<file path="src/rtl/intack_pkg.sv">
package intack_pkg;

    localparam int LVL_W  = 3;
    localparam int N_IN   = 1 << LVL_W;
    localparam int DATA_W = 8;
    localparam int BASE_W = DATA_W - LVL_W;

    typedef enum logic [1:0] {
        ST_IDLE = 2'd0,
        ST_P1   = 2'd1,
        ST_GAP  = 2'd2,
        ST_P2   = 2'd3
    } ack_state_e;

    // routing decision taken at the first strobe edge
    typedef struct packed {
        logic casdrv;   // master drives the cascade identity
        logic supply;   // this device owns the data bus on pulse two
        logic allowed;  // this device may commit
    } route_t;

    // state frozen for the rest of the sequence
    typedef struct packed {
        logic [LVL_W-1:0] lvl;
        logic             hit;
        logic             supply;
        logic             casdrv;
    } capture_t;

    function automatic logic [DATA_W-1:0] make_vector(
        input logic [BASE_W-1:0] base,
        input logic [LVL_W-1:0]  lvl
    );
        return {base, lvl};
    endfunction

endpackage

</file>
<file path="src/rtl/ack_edge_det.sv">
module ack_edge_det (
    input  logic clk,
    input  logic rst,
    input  logic strobe_n,
    output logic fall,
    output logic rise
);
    logic prev_q;

    always_ff @(posedge clk) begin
        if (rst) prev_q <= 1'b1;
        else     prev_q <= strobe_n;
    end

    assign fall = prev_q & ~strobe_n;
    assign rise = ~prev_q & strobe_n;
endmodule

</file>
<file path="src/rtl/ack_cascade.sv">
module ack_cascade
    import intack_pkg::*;
(
    input  logic             casc_en,
    input  logic             is_master,
    input  logic [N_IN-1:0]  slave_map,
    input  logic [LVL_W-1:0] my_id,
    input  logic [LVL_W-1:0] cas_in,
    input  logic             req_valid,
    input  logic [LVL_W-1:0] req_level,
    output route_t           route
);
    logic [N_IN-1:0] lvl_hot;

    generate
        for (genvar i = 0; i < N_IN; i++) begin : g_hot
            assign lvl_hot[i] = (req_level == LVL_W'(i));
        end
    endgenerate

    logic slave_here;
    logic id_match;

    always_comb begin
        slave_here = casc_en && is_master && req_valid && (|(lvl_hot & slave_map));
        id_match   = (cas_in == my_id);
        route.casdrv  = slave_here;
        route.allowed = !(casc_en && !is_master) || id_match;
        if (!casc_en)       route.supply = 1'b1;
        else if (is_master) route.supply = !slave_here;
        else                route.supply = id_match;
    end
endmodule

</file>
<file path="src/rtl/ack_fsm.sv">
module ack_fsm
    import intack_pkg::*;
(
    input  logic             clk,
    input  logic             rst,
    input  logic             fall,
    input  logic             rise,
    input  logic             req_valid,
    input  logic [LVL_W-1:0] req_level,
    input  logic             auto_eoi,
    input  logic             rot_aeoi,
    input  route_t           route,
    output ack_state_e       state,
    output capture_t         cap,
    output logic             commit_stb,
    output logic [LVL_W-1:0] commit_lvl,
    output logic             eoi_stb,
    output logic [LVL_W-1:0] eoi_lvl,
    output logic             eoi_rot
);
    logic hit_now;
    assign hit_now = req_valid && route.allowed;

    always_ff @(posedge clk) begin
        if (rst) begin
            state      <= ST_IDLE;
            cap        <= '0;
            commit_stb <= 1'b0;
            commit_lvl <= '0;
            eoi_stb    <= 1'b0;
            eoi_lvl    <= '0;
            eoi_rot    <= 1'b0;
        end else begin
            commit_stb <= 1'b0;
            eoi_stb    <= 1'b0;
            unique case (state)
                ST_IDLE: if (fall) begin
                    state      <= ST_P1;
                    cap.lvl    <= req_valid ? req_level : {LVL_W{1'b1}};
                    cap.hit    <= hit_now;
                    cap.supply <= route.supply;
                    cap.casdrv <= route.casdrv;
                    commit_stb <= hit_now;
                    commit_lvl <= req_level;
                end
                ST_P1:  if (rise) state <= ST_GAP;
                ST_GAP: if (fall) state <= ST_P2;
                ST_P2:  if (rise) begin
                    state      <= ST_IDLE;
                    eoi_stb    <= auto_eoi && cap.hit;
                    eoi_lvl    <= cap.lvl;
                    eoi_rot    <= rot_aeoi;
                    cap.casdrv <= 1'b0;
                end
                default: state <= ST_IDLE;
            endcase
        end
    end

    // commit is a single-cycle strobe
    a_r1_commit_single: assert property (@(posedge clk) disable iff (rst)
        commit_stb |=> !commit_stb);

    // no commit without a request present at the first edge
    a_r3_commit_needs_req: assert property (@(posedge clk) disable iff (rst)
        commit_stb |-> $past(req_valid));

    // end-of-service strobe only in automatic mode
    a_r5_eoi_needs_mode: assert property (@(posedge clk) disable iff (rst)
        eoi_stb |-> $past(auto_eoi));
endmodule

</file>
<file path="src/rtl/ack_vector.sv">
module ack_vector
    import intack_pkg::*;
(
    input  ack_state_e        state,
    input  capture_t          cap,
    input  logic [BASE_W-1:0] vec_base,
    output logic [DATA_W-1:0] dout,
    output logic              dout_en,
    output logic [LVL_W-1:0]  cas_o,
    output logic              cas_oe
);
    always_comb begin
        dout_en = (state == ST_P2) && cap.supply;
        dout    = dout_en ? make_vector(vec_base, cap.lvl) : '0;
        cas_oe  = (state != ST_IDLE) && cap.casdrv;
        cas_o   = cas_oe ? cap.lvl : '0;
    end
endmodule

</file>
<file path="src/rtl/intack_seq.sv">
module intack_seq
    import intack_pkg::*;
(
    input  logic              clk,
    input  logic              rst,
    input  logic              inta_n,
    input  logic              req_valid,
    input  logic [LVL_W-1:0]  req_level,
    input  logic [BASE_W-1:0] vec_base,
    input  logic              auto_eoi,
    input  logic              rot_aeoi,
    input  logic              casc_en,
    input  logic              is_master,
    input  logic [N_IN-1:0]   slave_map,
    input  logic [LVL_W-1:0]  my_id,
    input  logic [LVL_W-1:0]  cas_in,
    output logic              int_o,
    output logic              commit_stb,
    output logic [LVL_W-1:0]  commit_lvl,
    output logic [LVL_W-1:0]  cas_o,
    output logic              cas_oe,
    output logic [DATA_W-1:0] dout,
    output logic              dout_en,
    output logic              eoi_stb,
    output logic [LVL_W-1:0]  eoi_lvl,
    output logic              eoi_rot
);
    logic       fall, rise;
    route_t     route;
    ack_state_e state;
    capture_t   cap;

    ack_edge_det u_edge (
        .clk(clk), .rst(rst), .strobe_n(inta_n), .fall(fall), .rise(rise)
    );

    ack_cascade u_casc (
        .casc_en(casc_en), .is_master(is_master), .slave_map(slave_map),
        .my_id(my_id), .cas_in(cas_in), .req_valid(req_valid),
        .req_level(req_level), .route(route)
    );

    ack_fsm u_fsm (
        .clk(clk), .rst(rst), .fall(fall), .rise(rise),
        .req_valid(req_valid), .req_level(req_level),
        .auto_eoi(auto_eoi), .rot_aeoi(rot_aeoi), .route(route),
        .state(state), .cap(cap),
        .commit_stb(commit_stb), .commit_lvl(commit_lvl),
        .eoi_stb(eoi_stb), .eoi_lvl(eoi_lvl), .eoi_rot(eoi_rot)
    );

    ack_vector u_vec (
        .state(state), .cap(cap), .vec_base(vec_base),
        .dout(dout), .dout_en(dout_en), .cas_o(cas_o), .cas_oe(cas_oe)
    );

    assign int_o = req_valid && (state == ST_IDLE);

    // interrupt line drops right after the first strobe edge
    a_r2_int_drops: assert property (@(posedge clk) disable iff (rst)
        (state == ST_IDLE && !inta_n && $past(inta_n)) |=> !int_o);

    // only a master in a cascaded system drives the cascade lines
    a_r6_cas_master_only: assert property (@(posedge clk) disable iff (rst)
        cas_oe |-> (casc_en && is_master));
endmodule

</file>
<file path="config.mk">
export PLATFORM = sky130hd
export DESIGN_NAME = intack_seq
export DESIGN_NICKNAME = d
export VERILOG_FILES = /design/src/rtl/intack_pkg.sv /design/src/rtl/ack_edge_det.sv /design/src/rtl/ack_cascade.sv /design/src/rtl/ack_fsm.sv /design/src/rtl/ack_vector.sv /design/src/rtl/intack_seq.sv
export SDC_FILE = /design/constraint.sdc
export NUM_CORES = 1
export LEC_CHECK = 0
export BUFFER_PORTS_ARGS = -buffer_cell sky130_fd_sc_hd__buf_2
export CAP_MARGIN = 20
export CORE_MARGIN = 2
export CORE_UTILIZATION = 44
export DETAILED_ROUTE_END_ITERATION = 10
export PLACE_DENSITY = 0.87
export SYNTH_ARGS = -nofsm -noshare
export SYNTH_HDL_FRONTEND = slang
export SYNTH_HIERARCHICAL = 1
export SYNTH_SLANG_ARGS = --single-unit
</file>
<file path="constraint.sdc">
create_clock -name clk -period 1.5 [get_ports clk]
set_input_delay 0.075 -clock clk [delete_from_list [all_inputs] [get_ports clk]]
set_output_delay 0.075 -clock clk [all_outputs]
set_load 0.01 [all_outputs]
</file>
* Word-level counts from Yosys, hierarchy flattened
Index checks and enable logic that the tools add are counted.
Word-level totals: bits of input ports 30, register bits 18, word-level logic and storage cells 72, memory bits (read-only) 0, RAM bits 0, latch bits 0, output and inout bits 23, memories 0
Operators by class: reductions and logical operators 24, equality and inequality tests 15, divide/modulo/power cells 0, shift operators 0, bitwise operators 9, muxes and demuxes 13, multiply operators 0, magnitude comparators 0, add/subtract/negate cells 0
Operators by type and width (count):
- 3-bit == test, second input constant | 4
- 1-bit logical AND | 9
- 8-bit AND | 1
- 2-bit 2-to-1 mux | 4
- 8-bit 2-to-1 mux | 1
- 2-bit != test, second input constant | 4
- 2-bit case mux with 4 select lines | 1
- 8-bit OR reduction | 1
- 3-bit by 2-bit == test with 1-bit output, second input constant | 2
- 3-bit 2-to-1 mux | 2
- 1-bit inverter | 6
- 3-bit OR reduction | 2
- 2-bit == test, second input constant | 2
- 1-bit 2-to-1 mux | 4
- 2-bit AND reduction | 2
- 4-bit AND reduction | 1
- 2-bit nonzero test | 2
- 3-bit by 1-bit == test with 1-bit output, second input constant | 1
- 3-bit == test | 1
- 1-bit zero test | 3
- 3-bit zero test | 1
- 3-bit AND reduction | 1
- 1-bit AND | 2
- 2-bit by 1-bit == test with 1-bit output, second input constant | 1
- other kinds (3) | 3

* Longest topological paths before layout
word-level depth 7, depth in mapped cells 6, mapped depth without buffers 5

* Hierarchy
The synthesis kept the hierarchy.
By module, submodules not included:
- ack_fsm | instances 1, area each 718.2 um^2, seq. area each 340.3 um^2, cells each 81
- ack_vector | instances 1, area each 137.6 um^2, seq. area each 0.0 um^2, cells each 15
- ack_cascade | instances 1, area each 125.1 um^2, seq. area each 0.0 um^2, cells each 12
- ack_edge_det | instances 1, area each 40.0 um^2, seq. area each 20.0 um^2, cells each 4
- intack_seq | instances 1, area each 12.5 um^2, seq. area each 0.0 um^2, cells each 1

* Least setup slack after synthesis
Ideal clock, no wire load.
kind register to register, from reg u_fsm.state[0], to reg, netlist name u_fsm/cap[3], buffers on the path 1, clock period less this slack 1.286 ns, slack 0.214 ns, library setup time 0.119 ns, cell stages (with the launch flop) 7, arrival 1.167 ns, required time 1.381 ns, cells stage by stage dfxtp_1 -> inv_1 -> ha_1 -> and2_4 -> buf_8 -> nor2_1 -> nor3_1
On the way: longest elaborated chain between the ends 2
RTL lines:
- start, declared | RTL line ack_fsm.sv:13 | output ack_state_e state,
- start signal, assigned | RTL line ack_fsm.sv:26 | state <= ST_IDLE;
- start signal, assigned | RTL line ack_fsm.sv:38 | state <= ST_P1;
- start signal, assigned | RTL line ack_fsm.sv:46 | ST_P1: if (rise) state <= ST_GAP;
- 2-bit zero test | RTL line ack_fsm.sv:36 | unique case (state)
- 2-bit AND reduction (no source line)
Every way passes these cells. A chain may end at the register's enable or synchronous reset.

* Worst setup path in the final report
from reg u_fsm.state[0], to reg, netlist name u_fsm/cap[4]
On the way: longest elaborated chain between the ends 2
RTL lines (RTL line):
- 2-bit zero test | ack_fsm.sv:36
- 2-bit AND reduction (no source line)
Every way passes these cells.

==> results.toml <==
[worst_hold_path]
holdCritPathClass = "in2reg"
hold_depth = 3

[setup_path]
crit_arrival_ns = 1.59
critPathRequiredTime_ns = 1.69
worst_setup_path_end_kind = "flop"
worstSetupPathType = "reg2reg"
start_kind = "flop"
critPathMaxFanout = 8
worstRegToRegCells = 5

[sta]
fmax_mhz = 716.8
report.final.slew_viol_count = 0
setup_viol = 0
max_slew_margin = 0.7369
tightestPinTransition_ns = 0.3938
rsz0062_at_grt = "no"
fin_crit_sh = 0.9300
period_minus_slack_ns = 1.395
hold_violations = 0
setup-tns-final_ns = 0
fin_skew_ns = 0.01104

[global_routing]
overflow = 0
antenna_found_initial = 0
grt_use_total = 0.1942
grt_max_degree = 20
grt_pass1_wl_mm = 3.870
first_global_vias = 914

[drt]
via_count = 1051
drt_wl_total_mm = 2.518
ant_nets = 0
drc = 0
first_pass_iters = 4
vias_per_cell = 5.362
drt_iter0_drc = 28
wl_per_cell_um = 12.85

[clock_network]
path_clk_slew_ns = 0.10
cts_buffers = 3
htreeDepth = 1
cts.sinks = 18
cts_tree = "built"
root_buffer = "clkbuf_4"
clockBufferDepth = 2
clock_latency_ns = 0.30

[floorplanning]
core_area_um2 = 2212
chipHeight_um = 52.47
io_pins = 53
start_util = 0.4672
rows = 17
dieArea_um2 = 2753
die_x_um = 52.47

[flow_run]
maxCapViolations = 0

[finish]
fin_nets = 203
diodes = 0
drive_gt1_frac = 0.3988
stdcell_count = 196
area_growth_pct = 31.11
n_fill_cell = 200

[place]
placed_cells = 190
gp_congestion = 0.8088
portBuffers = 52
dp_hpwl_mm = 2.018

[synth]
async_flop_share = 0
yosysWarningCount = 6
synth_fp_nets = 147
avgSynthCellArea_um2 = 9.146
synth_seq_cells = 18
syn_area_um2 = 1033
yosysSeqAreaShare = 0.3487
syn_inst = 113
synth_flop_cell = "dfxtp_1"
synth_edf_count = 0
yosysUniqueCellTypes = 37

[pwr]
powerDensity_nw_per_um2 = 883.8
p_leak_nw = 0.6911
power_mw = 1.198
peakVddDrop_uv = 599.4

[status]
status = "completed"
-- synthesized netlist by cell type, drive strengths merged (3+ instances only) --
cell   number  area share
a21oi      10       0.052
and4        8       0.068
buf         5       0.048
dfxtp      18        0.35
ha          4       0.048
inv         3       0.011
nand2      16       0.058
nand3       7       0.039
nor2        6       0.022
nor3        4       0.019
nor3b       4       0.034
o211a       3       0.029
xor2        3       0.025
-- worst paths after layout --
kind | from | slack [ns] | to
min reg2reg | u_fsm/cap[2]$_SDFFE_PP0P_ | 0.44 | u_fsm/eoi_stb$_SDFF_PP0_
max | u_fsm/state[0]$_SDFFE_PP0P_ | 0.10 | u_fsm/cap[4]$_SDFFE_PP0P_
min | rot_aeoi | 0.06 | u_fsm/eoi_rot$_SDFFE_PP0P_
max reg2reg | u_fsm/state[0]$_SDFFE_PP0P_ | 0.10 | u_fsm/cap[4]$_SDFFE_PP0P_
-- per-layer routing --
layer,vias up,global-route usage,wire (µm)
met2,61,0.3646,1218
met4,0,0.08974,27
met1,465,0.2082,1035
met3,4,0.03143,237
met5,-,0,0
li1,521,-,-
-- flip-flops by register name, summed over array words and instances (netlist names) --
register,flops
u_edge/prev_q,1
u_fsm/commit_stb,1
u_fsm/cap,6
u_fsm/commit_lvl,3
u_fsm/eoi_lvl,3
u_fsm/state,2
u_fsm/eoi_rot,1
u_fsm/eoi_stb,1
-- where the power goes --
part           switching [mW]  internal (mW)
clock network           0.148          0.148
registers              0.0486          0.521
logic                   0.181          0.151
total                   0.378          0.820
-- per-stage QoR --
step                      instance area, µm²  hold slack [ns]  setup WS [ns]  utilization
final                                   1355          0.05553         0.1050       0.6126
after global routing                    1355          0.03553        0.01607       0.6126
after CTS                               1353          0.03937        0.07856       0.6114
after detailed placement                1296           0.2872         0.1273       0.5860
after global placement                  1296           0.2824         0.1996       0.5860
after floorplan                         1033           0.1721         0.2140            -
-- layout make-up --
| class | count | area [µm²] | share of cell area |
|---|---|---|---|
| multi-input cells | 86 | 606.8 | 0.4478 |
| flip-flops and latches | 18 | 362.8 | 0.2678 |
| repair buffers | 57 | 302.8 | 0.2235 |
| clock buffers | 4 | 36.28 | 0.02678 |
| well taps | 28 | 35.03 | 0.02585 |
| inverters | 3 | 11.26 | 0.008310 |
-- what timing repair did --
item | CTS | global route
hold buffers | 2 | 0
setup buffers | 0 | 0
gates resized for setup | 0 | 2
endpoints found under the hold margin | 2 | 0
endpoints found under the setup margin | 0 | 5
-- placed cells by master, fill, tap and decap left out --
cell | netlist | layout
buf_2 | 1 | 52
dfxtp_1 | 18 | 16
nand2_1 | 16 | 16
a21oi_1 | 9 | 9
and4_1 | 8 | 8
nand3_1 | 6 | 6
nor2_1 | 6 | 6
nor3_1 | 4 | 4
ha_1 | 4 | 4
clkbuf_4 | 0 | 3
buf_4 | 1 | 3
xor2_1 | 3 | 3
inv_1 | 3 | 3
nor3b_1 | 3 | 3
o211a_1 | 3 | 3
dlygate4sd3_1 | 0 | 2
mux4_1 | 2 | 2
mux2i_1 | 2 | 2
o21a_1 | 2 | 2
nand2b_1 | 2 | 2
dfxtp_2 | 0 | 2
nor3b_2 | 1 | 1
clkbuf_8 | 0 | 1
o311ai_0 | 1 | 1
and2b_1 | 1 | 1
or2_1 | 1 | 1
nor2b_1 | 1 | 1
and2_4 | 1 | 1
o21bai_2 | 1 | 1
a211oi_1 | 1 | 1
o21ai_0 | 1 | 1
nand3_2 | 1 | 1
a21oi_2 | 1 | 1
nand4b_1 | 1 | 1
nand3b_1 | 1 | 1
or2b_1 | 1 | 1
a31oi_1 | 1 | 1
and3_2 | 1 | 1
-- critical path, stage by stage, from the launching register on --
cell	delay, ns
dfxtp_2	0.37
inv_1	0.10
ha_1	0.26
nand2_1	0.21
nor3b_1	0.28
nor3_1	0.06
-- cell families (layout without fill, tap and decap cells) --
kind of cell,Yosys count,in the layout,synth area share
buf+inv,9,64,0.06415
compound gates,20,20,0.1332
fa+ha+maj,4,4,0.04843
simple gates,55,55,0.3099
flops,18,18,0.3487
xor+xnor,3,3,0.02543
mux,4,4,0.07022
No activity file was read; power rests on OpenSTA's default activity.
